<file path="src/rtl/ring_mgr_pkg.sv">
// Shared constants, state type and size decoding for the ring manager.
// Assumes 8-byte slots in a 1 KB region: 64 receive and 64 transmit slots.
package ring_mgr_pkg;
    localparam int SLOT_W    = 6;   // slot pointer width (up to 64 slots)
    localparam int BLEN_W    = 12;  // buffer length bits in the header
    localparam int WORD_W    = 32;  // memory word width
    localparam int REGION_LSB = 10; // ring region alignment (1 KB)

    // control byte positions inside header word bits 31:24
    localparam int CB_OWN     = 31;
    localparam int CB_IRQ_REQ = 26;

    // configuration register offsets
    localparam logic [2:0] OFS_BASE_A = 3'd0;
    localparam logic [2:0] OFS_BASE_B = 3'd1;
    localparam logic [2:0] OFS_BASE_C = 3'd2;
    localparam logic [2:0] OFS_SIZE   = 3'd3;
    localparam logic [2:0] OFS_PROMPT = 3'd4;

    typedef enum logic [2:0] {
        ST_IDLE,
        ST_RD_HDR,
        ST_CHK_HDR,
        ST_RD_BUF,
        ST_WAIT_PEER,
        ST_WRITE_BACK
    } eng_state_t;

    // Thermometer size code to index of the last slot; a malformed code
    // is rounded to its highest set bit.
    function automatic logic [SLOT_W-1:0] last_slot(input logic [3:0] code);
        logic [SLOT_W-1:0] m;
        m[0] = 1'b1;
        m[1] = 1'b1;
        m[2] = |code;
        m[3] = |code[3:1];
        m[4] = |code[3:2];
        m[5] = code[3];
        return m;
    endfunction
endpackage

</file>
<file path="src/rtl/ring_mgr_cfg.sv">
// Configuration registers: ring base bytes, size byte and prompt decode.
// Assumes byte-wide writes; offsets outside the map are ignored.
module ring_mgr_cfg
    import ring_mgr_pkg::*;
#(
    parameter int ADDR_W = 32
) (
    input  logic                     clk,
    input  logic                     rst_n,
    input  logic                     cfg_we,
    input  logic [2:0]               cfg_addr,
    input  logic [7:0]               cfg_wdata,
    output logic [ADDR_W-REGION_LSB-1:0] base_hi,
    output logic [3:0]               rx_size_code,
    output logic [3:0]               tx_size_code,
    output logic                     prompt
);
    localparam int BASE_W = ADDR_W - REGION_LSB;

    logic [BASE_W-1:0] base_q;
    logic [7:0]        size_q;

    // Purpose: capture byte writes into base and size registers.
    always_ff @(posedge clk) begin
        if (!rst_n) begin
            base_q <= '0;
            size_q <= '0;
        end else if (cfg_we) begin
            case (cfg_addr)
                OFS_BASE_A: base_q[7:0]        <= cfg_wdata;
                OFS_BASE_B: base_q[15:8]       <= cfg_wdata;
                OFS_BASE_C: base_q[BASE_W-1:16] <= cfg_wdata[BASE_W-17:0];
                OFS_SIZE:   size_q             <= cfg_wdata;
                default:    ;
            endcase
        end
    end

    // Purpose: one-cycle scan request from a prompt write with bit 0 set.
    always_comb begin
        prompt = cfg_we && (cfg_addr == OFS_PROMPT) && cfg_wdata[0];
    end

    assign base_hi      = base_q;
    assign rx_size_code = size_q[3:0];
    assign tx_size_code = size_q[7:4];
endmodule

</file>
<file path="src/rtl/ring_mgr_ptr.sv">
// Slot pointer for one ring: advances on request and wraps after the
// last slot of the programmed size. Assumes the size may change at any
// time, so any pointer at or beyond the last slot wraps.
module ring_mgr_ptr
    import ring_mgr_pkg::*;
(
    input  logic              clk,
    input  logic              rst_n,
    input  logic              adv,
    input  logic [3:0]        size_code,
    output logic [SLOT_W-1:0] ptr
);
    logic [SLOT_W-1:0] last;

    // Purpose: decode the size code to the last slot index.
    always_comb begin
        last = last_slot(size_code);
    end

    // Purpose: step or wrap the pointer after a serviced slot.
    always_ff @(posedge clk) begin
        if (!rst_n)
            ptr <= '0;
        else if (adv)
            ptr <= (ptr >= last) ? '0 : ptr + 1'b1;
    end

    // a pointer at the last slot wraps to zero
    a_r4_wrap: assert property (@(posedge clk) disable iff (!rst_n)
        (adv && ptr >= last) |=> (ptr == '0));
    // otherwise it moves by exactly one slot
    a_r10_step: assert property (@(posedge clk) disable iff (!rst_n)
        (adv && ptr < last) |=> (ptr == $past(ptr) + 1'b1));
    // without an advance the pointer holds
    a_r10_hold: assert property (@(posedge clk) disable iff (!rst_n)
        !adv |=> $stable(ptr));
endmodule

</file>
<file path="src/rtl/ring_mgr_engine.sv">
// Slot engine shared by both rings. It reads the header word, checks
// ownership, reads the buffer address, runs the peer handshake and writes
// the status back. Assumes memory read data arrives one cycle after mem_rd.
// Rings alternate at slot granularity when both have pending work.
module ring_mgr_engine
    import ring_mgr_pkg::*;
#(
    parameter int ADDR_W = 32,
    parameter int CNT_W  = 16
) (
    input  logic                         clk,
    input  logic                         rst_n,
    input  logic                         prompt,
    input  logic [ADDR_W-REGION_LSB-1:0] base_hi,
    input  logic [SLOT_W-1:0]            rx_ptr,
    input  logic [SLOT_W-1:0]            tx_ptr,
    output logic                         mem_rd,
    output logic                         mem_wr,
    output logic [ADDR_W-3:0]            mem_addr,
    output logic [WORD_W-1:0]            mem_wdata,
    input  logic [WORD_W-1:0]            mem_rdata,
    output logic [WORD_W-1:0]            buf_addr,
    output logic [BLEN_W-1:0]            buf_len,
    output logic                         tx_req,
    input  logic                         tx_done,
    input  logic                         tx_underrun,
    output logic                         txdone_irq,
    output logic                         rx_req,
    input  logic                         rx_done,
    input  logic [CNT_W-1:0]             rx_count,
    input  logic                         rx_overflow,
    input  logic                         rx_crc_err,
    input  logic                         rx_phy_err,
    output logic                         rx_adv,
    output logic                         tx_adv
);
    localparam logic [CNT_W-1:0] LEN_MAX = CNT_W'((1 << BLEN_W) - 1);

    eng_state_t        state;
    logic              sel_tx;
    logic              prefer_tx;
    logic              rx_pend;
    logic              tx_pend;
    logic [WORD_W-1:0] hdr_q;
    logic [WORD_W-1:0] baddr_q;
    logic [WORD_W-1:0] wb_q;
    logic [SLOT_W-1:0] cur_ptr;
    logic              owned;
    logic [BLEN_W-1:0] rx_len_sat;
    logic [7:0]        rx_ctrl;
    logic [7:0]        tx_ctrl;

    // Purpose: pick the slot pointer of the ring being served.
    always_comb begin
        cur_ptr = sel_tx ? tx_ptr : rx_ptr;
        owned   = mem_rdata[CB_OWN];
    end

    // Purpose: build receive and transmit status bytes from peer results.
    always_comb begin
        rx_len_sat = (rx_count > LEN_MAX) ? BLEN_W'(LEN_MAX) : rx_count[BLEN_W-1:0];
        rx_ctrl    = {1'b0, rx_phy_err, rx_crc_err,
                      (rx_count > CNT_W'(hdr_q[BLEN_W-1:0])),
                      rx_overflow, 1'b0, 1'b1, 1'b0};
        tx_ctrl    = {1'b0, hdr_q[30:25], tx_underrun};
    end

    // Purpose: step through the per-slot sequence.
    always_ff @(posedge clk) begin
        if (!rst_n) begin
            state     <= ST_IDLE;
            sel_tx    <= 1'b0;
            prefer_tx <= 1'b0;
            hdr_q     <= '0;
            baddr_q   <= '0;
            wb_q      <= '0;
        end else begin
            case (state)
                ST_IDLE: begin
                    if (rx_pend || tx_pend) begin
                        sel_tx <= tx_pend && (!rx_pend || prefer_tx);
                        state  <= ST_RD_HDR;
                    end
                end
                ST_RD_HDR:  state <= ST_CHK_HDR;
                ST_CHK_HDR: begin
                    if (owned) begin
                        hdr_q <= mem_rdata;
                        state <= ST_RD_BUF;
                    end else begin
                        state <= ST_IDLE;
                    end
                end
                ST_RD_BUF: begin
                    baddr_q <= mem_rdata;
                    state   <= ST_WAIT_PEER;
                end
                ST_WAIT_PEER: begin
                    if (sel_tx && tx_done) begin
                        wb_q  <= {tx_ctrl, hdr_q[23:0]};
                        state <= ST_WRITE_BACK;
                    end else if (!sel_tx && rx_done) begin
                        wb_q  <= {rx_ctrl, hdr_q[23:16],
                                  {(16-BLEN_W){1'b0}}, rx_len_sat};
                        state <= ST_WRITE_BACK;
                    end
                end
                ST_WRITE_BACK: begin
                    prefer_tx <= !sel_tx;
                    state     <= ST_IDLE;
                end
                default: state <= ST_IDLE;
            endcase
        end
    end

    // Purpose: track rings with work; a prompt wins over a stop.
    always_ff @(posedge clk) begin
        if (!rst_n) begin
            rx_pend <= 1'b0;
            tx_pend <= 1'b0;
        end else if (prompt) begin
            rx_pend <= 1'b1;
            tx_pend <= 1'b1;
        end else if (state == ST_CHK_HDR && !owned) begin
            if (sel_tx) tx_pend <= 1'b0;
            else        rx_pend <= 1'b0;
        end
    end

    // Purpose: drive memory, handshake and pointer strobes from the state.
    always_comb begin
        mem_rd     = (state == ST_RD_HDR) || (state == ST_CHK_HDR && owned);
        mem_wr     = (state == ST_WRITE_BACK);
        mem_addr   = {base_hi, sel_tx, cur_ptr, (state == ST_CHK_HDR)};
        mem_wdata  = wb_q;
        buf_addr   = baddr_q;
        buf_len    = hdr_q[BLEN_W-1:0];
        tx_req     = (state == ST_WAIT_PEER) && sel_tx;
        rx_req     = (state == ST_WAIT_PEER) && !sel_tx;
        txdone_irq = (state == ST_WRITE_BACK) && sel_tx && hdr_q[CB_IRQ_REQ];
        tx_adv     = (state == ST_WRITE_BACK) && sel_tx;
        rx_adv     = (state == ST_WRITE_BACK) && !sel_tx;
    end

    // never both requests at once
    a_r6_one_req: assert property (@(posedge clk) disable iff (!rst_n)
        !(tx_req && rx_req));
    // requests hold until their done strobe
    a_r6_tx_hold: assert property (@(posedge clk) disable iff (!rst_n)
        (tx_req && !tx_done) |=> tx_req);
    a_r6_rx_hold: assert property (@(posedge clk) disable iff (!rst_n)
        (rx_req && !rx_done) |=> rx_req);
    // every write-back releases ownership
    a_r5_release: assert property (@(posedge clk) disable iff (!rst_n)
        mem_wr |-> !mem_wdata[CB_OWN]);
    // reads and writes never share a cycle
    a_r3_rw_excl: assert property (@(posedge clk) disable iff (!rst_n)
        !(mem_rd && mem_wr));
    // the interrupt only comes with a write-back
    a_r9_irq_wb: assert property (@(posedge clk) disable iff (!rst_n)
        txdone_irq |-> mem_wr);
endmodule

</file>
<file path="src/rtl/ring_mgr.sv">
// Descriptor ring slot manager top: configuration registers, one slot
// pointer per ring and the shared slot engine. Assumes a memory that
// returns read data one cycle after mem_rd.
module ring_mgr
    import ring_mgr_pkg::*;
#(
    parameter int ADDR_W = 32,
    parameter int CNT_W  = 16
) (
    input  logic              clk,
    input  logic              rst_n,
    input  logic              cfg_we,
    input  logic [2:0]        cfg_addr,
    input  logic [7:0]        cfg_wdata,
    output logic [5:0]        rx_slot,
    output logic [5:0]        tx_slot,
    output logic              mem_rd,
    output logic              mem_wr,
    output logic [ADDR_W-3:0] mem_addr,
    output logic [31:0]       mem_wdata,
    input  logic [31:0]       mem_rdata,
    output logic [31:0]       buf_addr,
    output logic [11:0]       buf_len,
    output logic              tx_req,
    input  logic              tx_done,
    input  logic              tx_underrun,
    output logic              txdone_irq,
    output logic              rx_req,
    input  logic              rx_done,
    input  logic [CNT_W-1:0]  rx_count,
    input  logic              rx_overflow,
    input  logic              rx_crc_err,
    input  logic              rx_phy_err
);
    localparam int BASE_W = ADDR_W - REGION_LSB;

    logic [BASE_W-1:0] base_hi;
    logic [3:0]        size_code [2];
    logic [1:0]        adv;
    logic [SLOT_W-1:0] ptr [2];
    logic              prompt;

    ring_mgr_cfg #(.ADDR_W(ADDR_W)) u_cfg (
        .clk          (clk),
        .rst_n        (rst_n),
        .cfg_we       (cfg_we),
        .cfg_addr     (cfg_addr),
        .cfg_wdata    (cfg_wdata),
        .base_hi      (base_hi),
        .rx_size_code (size_code[0]),
        .tx_size_code (size_code[1]),
        .prompt       (prompt)
    );

    // index 0 is the receive ring, index 1 the transmit ring
    for (genvar g = 0; g < 2; g++) begin : g_ring
        ring_mgr_ptr u_ptr (
            .clk       (clk),
            .rst_n     (rst_n),
            .adv       (adv[g]),
            .size_code (size_code[g]),
            .ptr       (ptr[g])
        );
    end

    ring_mgr_engine #(.ADDR_W(ADDR_W), .CNT_W(CNT_W)) u_engine (
        .clk         (clk),
        .rst_n       (rst_n),
        .prompt      (prompt),
        .base_hi     (base_hi),
        .rx_ptr      (ptr[0]),
        .tx_ptr      (ptr[1]),
        .mem_rd      (mem_rd),
        .mem_wr      (mem_wr),
        .mem_addr    (mem_addr),
        .mem_wdata   (mem_wdata),
        .mem_rdata   (mem_rdata),
        .buf_addr    (buf_addr),
        .buf_len     (buf_len),
        .tx_req      (tx_req),
        .tx_done     (tx_done),
        .tx_underrun (tx_underrun),
        .txdone_irq  (txdone_irq),
        .rx_req      (rx_req),
        .rx_done     (rx_done),
        .rx_count    (rx_count),
        .rx_overflow (rx_overflow),
        .rx_crc_err  (rx_crc_err),
        .rx_phy_err  (rx_phy_err),
        .rx_adv      (adv[0]),
        .tx_adv      (adv[1])
    );

    assign rx_slot = ptr[0];
    assign tx_slot = ptr[1];

    // pointers only move right after a write-back
    a_r10_rx_after_wb: assert property (@(posedge clk) disable iff (!rst_n)
        !$stable(rx_slot) |-> $past(mem_wr));
    a_r10_tx_after_wb: assert property (@(posedge clk) disable iff (!rst_n)
        !$stable(tx_slot) |-> $past(mem_wr));
endmodule

</file>
<file path="config.mk">
export PLATFORM = sky130hd
export DESIGN_NAME = ring_mgr
export DESIGN_NICKNAME = d
export VERILOG_FILES = /design/src/rtl/ring_mgr_pkg.sv /design/src/rtl/ring_mgr_cfg.sv /design/src/rtl/ring_mgr_ptr.sv /design/src/rtl/ring_mgr_engine.sv /design/src/rtl/ring_mgr.sv
export SDC_FILE = /design/constraint.sdc
export NUM_CORES = 1
export LEC_CHECK = 0
export ABC_AREA = 1
export BUFFER_PORTS_ARGS = -buffer_cell sky130_fd_sc_hd__buf_2
export CORE_ASPECT_RATIO = 1.4
export CORE_MARGIN = 2
export CORE_UTILIZATION = 53
export CTS_BUF_LIST = sky130_fd_sc_hd__clkbuf_8
export DETAILED_ROUTE_END_ITERATION = 8
export PLACE_DENSITY = 0.94
export SLEW_MARGIN = 20
export SYNTH_ARGS = -nofsm -noshare
export SYNTH_HDL_FRONTEND = slang
export SYNTH_SLANG_ARGS = --single-unit
</file>
<file path="constraint.sdc">
create_clock -name clk -period 1.6 [get_ports clk]
set_input_delay 0.32 -clock clk [delete_from_list [all_inputs] [get_ports clk]]
set_output_delay 0.32 -clock clk [all_outputs]
set_load 0.005 [all_outputs]
</file>
==> results.json <==
{
  "status": "finished, violations left",
  "violations": "negative setup slack",
  "path_max_fanout": 3,
  "combPwrFrac_pct": 9.3,
  "slew_viol_final": 0,
  "cts_buffers": 17,
  "power_frac_seq_pct": 50.6,
  "worstPathArrival_ps": 1390,
  "period_share_pct": 107,
  "synth-async-reset-ratio_pct": 0,
  "syn_area_per_cell_um2": 7.78,
  "p_switching_w": 0.00185,
  "sw_frac_of_total_pct": 25.4,
  "p_int_w": 0.00543,
  "start_util_pct": 54.7,
  "setup.worst_path.end_class": "output port",
  "whs_ps": 120,
  "fin_nets": 1055,
  "flow.area_growth_from_synthesis_pct": 27.8,
  "slew_headroom_pct": 64.5,
  "die_h_um": 130,
  "path_class": "reg2out",
  "place_inst": 1076,
  "drcViolationCount": 0,
  "wl_per_cell_um": 15.7,
  "io_buffers": 189,
  "power.share.clock_pct": 40.1,
  "clock_path_buffers": 2,
  "fmax_ghz": 0.584,
  "yosys_register_bits": 142,
  "hpwlAfterDp_um": 12400,
  "ys_warn_count": 0,
  "path_clk_slew_ps": 80,
  "track_usage_pct": 28.0,
  "yosysSeqAreaShare_pct": 47.5,
  "hold_buffers": 0,
  "synth_edf_count": 0,
  "setup_viol": 6,
  "syn_nets": 859,
  "cts_root_buf": "clkbuf_8",
  "p_per_area_mw_per_mm2": 953,
  "max-vdd-ir-drop_v": 0.000703,
  "start_kind": "flop",
  "htreeDepth": 4,
  "totalWireLength_um": 17600,
  "die_area_mm2": 0.0122,
  "pin_count": 191,
  "r2r_cells": 6,
  "syn-instance-count": 769,
  "detail-route-antenna-nets": 0,
  "first_pass_iters": 5,
  "tightest_slew_ps": 533,
  "grt-ovfl-total": 0,
  "cp.required_ps": 1280,
  "p_leak_nw": 3.63,
  "synth_area_leader_cell": "dfxtp_1",
  "num_antenna_cells": 0,
  "hold_viol": 0,
  "rows": 45,
  "total_power_w": 0.00728,
  "grt_pass1_vias": 5725,
  "die_w_um": 93.8,
  "drv_cap": 0,
  "finalCriticalPeriod_ps": 1710,
  "placed_cell_area_mm2": 0.00703,
  "vias": 6024,
  "synth_top_cell_area_share_pct": 47.5,
  "finClkSkew_ps": 15.1,
  "yosysMostFrequentCell": "nor2_1",
  "rsz0062_at_grt": "yes",
  "coreArea_mm2": 0.0109,
  "synth_area_leaders": "dfxtp_1 48%, nor2_1 12%, o21ai_0 9.2%",
  "synth-main-ff-cell": "dfxtp_1",
  "clkLatencyLatePin_ps": 440,
  "grt_max_degree": 41,
  "cts_sinks": 142,
  "place_ws_ps": 68.4,
  "min_path_type": "in2reg",
  "drive_gt1_share_pct": 31.4,
  "stdcell_count": 1118,
  "fin_ws_ps": -111,
  "final_area_mm2": 0.00764,
  "syn_area_mm2": 0.00598,
  "grt_antenna_before_repair": 1,
  "drt_iter0_drc": 351,
  "routabilityCongestion": 0.870,
  "netlist-cell-type-count": 40,
  "cts_tree": "yes",
  "holdPathStages": 3,
  "yosys-top-cells-count": "184 x nor2_1, 142 x dfxtp_1, 110 x o21ai_0",
  "grt_pass1_wl_um": 26700,
  "vias_per_cell": 5.39
}
[per-layer routing]
| layer | global-route usage, % | vias to the layer above | share of wire, % |
|---|---|---|---|
| li1 | - | 2911 | - |
| met1 | 30.2 | 2766 | 36 |
| met2 | 49.7 | 276 | 53 |
| met3 | 6.86 | 71 | 6.3 |
| met4 | 15.4 | 0 | 4.6 |
| met5 | 0 | - | 0 |
[layout make-up]
cell class                      instances  area, um2
Clock inverter                         14        169
Timing Repair Buffer                  226       1270
Multi-Input combinational cell        521       2700
Tap cell                              141        176
Sequential cell                       142       2870
Clock buffer                           17        234
Fill cell                             844       3280
Inverter                               57        229
[logic make-up after synthesis]
logic type      count (synthesis)  share of synthesized area (%)
xor+xnor                        8                           1.17
fa+ha+maj                      22                           4.60
compound gates                207                           18.0
simple gates                  282                           20.0
flops                         142                           47.5
buf+inv                       106                           8.50
mux                             1                          0.167
other cells                     1                         0.0627
[stage by stage]
stage,utilization (%),setup TNS [ps]
floorplan,-,0
global placement,64.4,0
detailed placement,64.4,0
CTS,68.6,-396
global route,69.9,-1000
finish,69.9,-373
[state kept, by name (all words and copies together) (netlist names), 3 cells and up]
signal	count
u_cfg.base_hi	22
u_engine.buf_addr	32
g_ring.u_ptr.ptr	12
u_engine.hdr_q	30
u_engine.mem_wdata	31
u_cfg.size_q	8
u_engine.state	3
[worst max-delay path, cell delays in order, from the launching register on]
cell and delay, ps:
dfxtp_4 380, inv_4 50, nor2_4 90, nand2_2 80
nor2_4 110, inv_2 50, nand2_1 60, buf_2 130
[placed cells by master, fill, tap and decap left out, types with 4 or more instances in the layout]
master | netlist | final
buf_6 | 4 | 5
nor2_4 | 5 | 7
dfxtp_4 | 0 | 4
nand2_2 | 3 | 4
inv_2 | 5 | 6
o22ai_1 | 12 | 12
buf_4 | 18 | 31
nand4_1 | 5 | 5
buf_2 | 8 | 188
nand2_1 | 64 | 62
nor2_1 | 184 | 181
clkinvlp_4 | 0 | 4
inv_1 | 51 | 47
xor2_1 | 7 | 6
a21oi_1 | 58 | 57
o21ai_0 | 110 | 96
inv_4 | 1 | 4
nor2_2 | 3 | 4
o21ai_1 | 17 | 29
dfxtp_1 | 142 | 132
nand3_1 | 7 | 7
clkbuf_8 | 0 | 17
dfxtp_2 | 0 | 6
ha_1 | 22 | 21
[what timing repair did]
item / CTS / global route
buffers inserted: 5 / 5
gates resized for setup: 16 / 43
gates cloned: 0 / 1
pin swaps: 3 / 8
setup endpoints to repair: 12 / 26
endpoints found under the hold margin: 0 / 0
[worst paths after layout]
path / from / endpoint / slack (ps)
worst max-delay path: u_engine.state[1]$_SDFFE_PN0P_ / mem_rd / -110
worst min-delay path: mem_rdata[19] / u_engine.hdr_q[19]$_SDFFE_PN0P_ / 120
worst max register to register: u_cfg.size_q[1]$_SDFFE_PN0P_ / g_ring[0].u_ptr.ptr[0]$_SDFFE_PN0P_ / 40
worst min register to register: u_cfg.size_q[0]$_SDFFE_PN0P_ / u_cfg.size_q[0]$_SDFFE_PN0P_ / 460
[power groups by stage]
| stage | clock (W) | sequential, W | combinational, W |
|---|---|---|---|
| after global placement | 0 | 0.00376 | 0.000606 |
| after CTS | 0.00294 | 0.00368 | 0.000642 |
| after floorplan | 0 | 0.00375 | 0.000366 |
| final | 0.00292 | 0.00369 | 0.000679 |
| after detailed placement | 0 | 0.00376 | 0.000625 |
| after global routing | 0.00312 | 0.00370 | 0.000757 |
No activity file was read; power rests on OpenSTA's default activity.
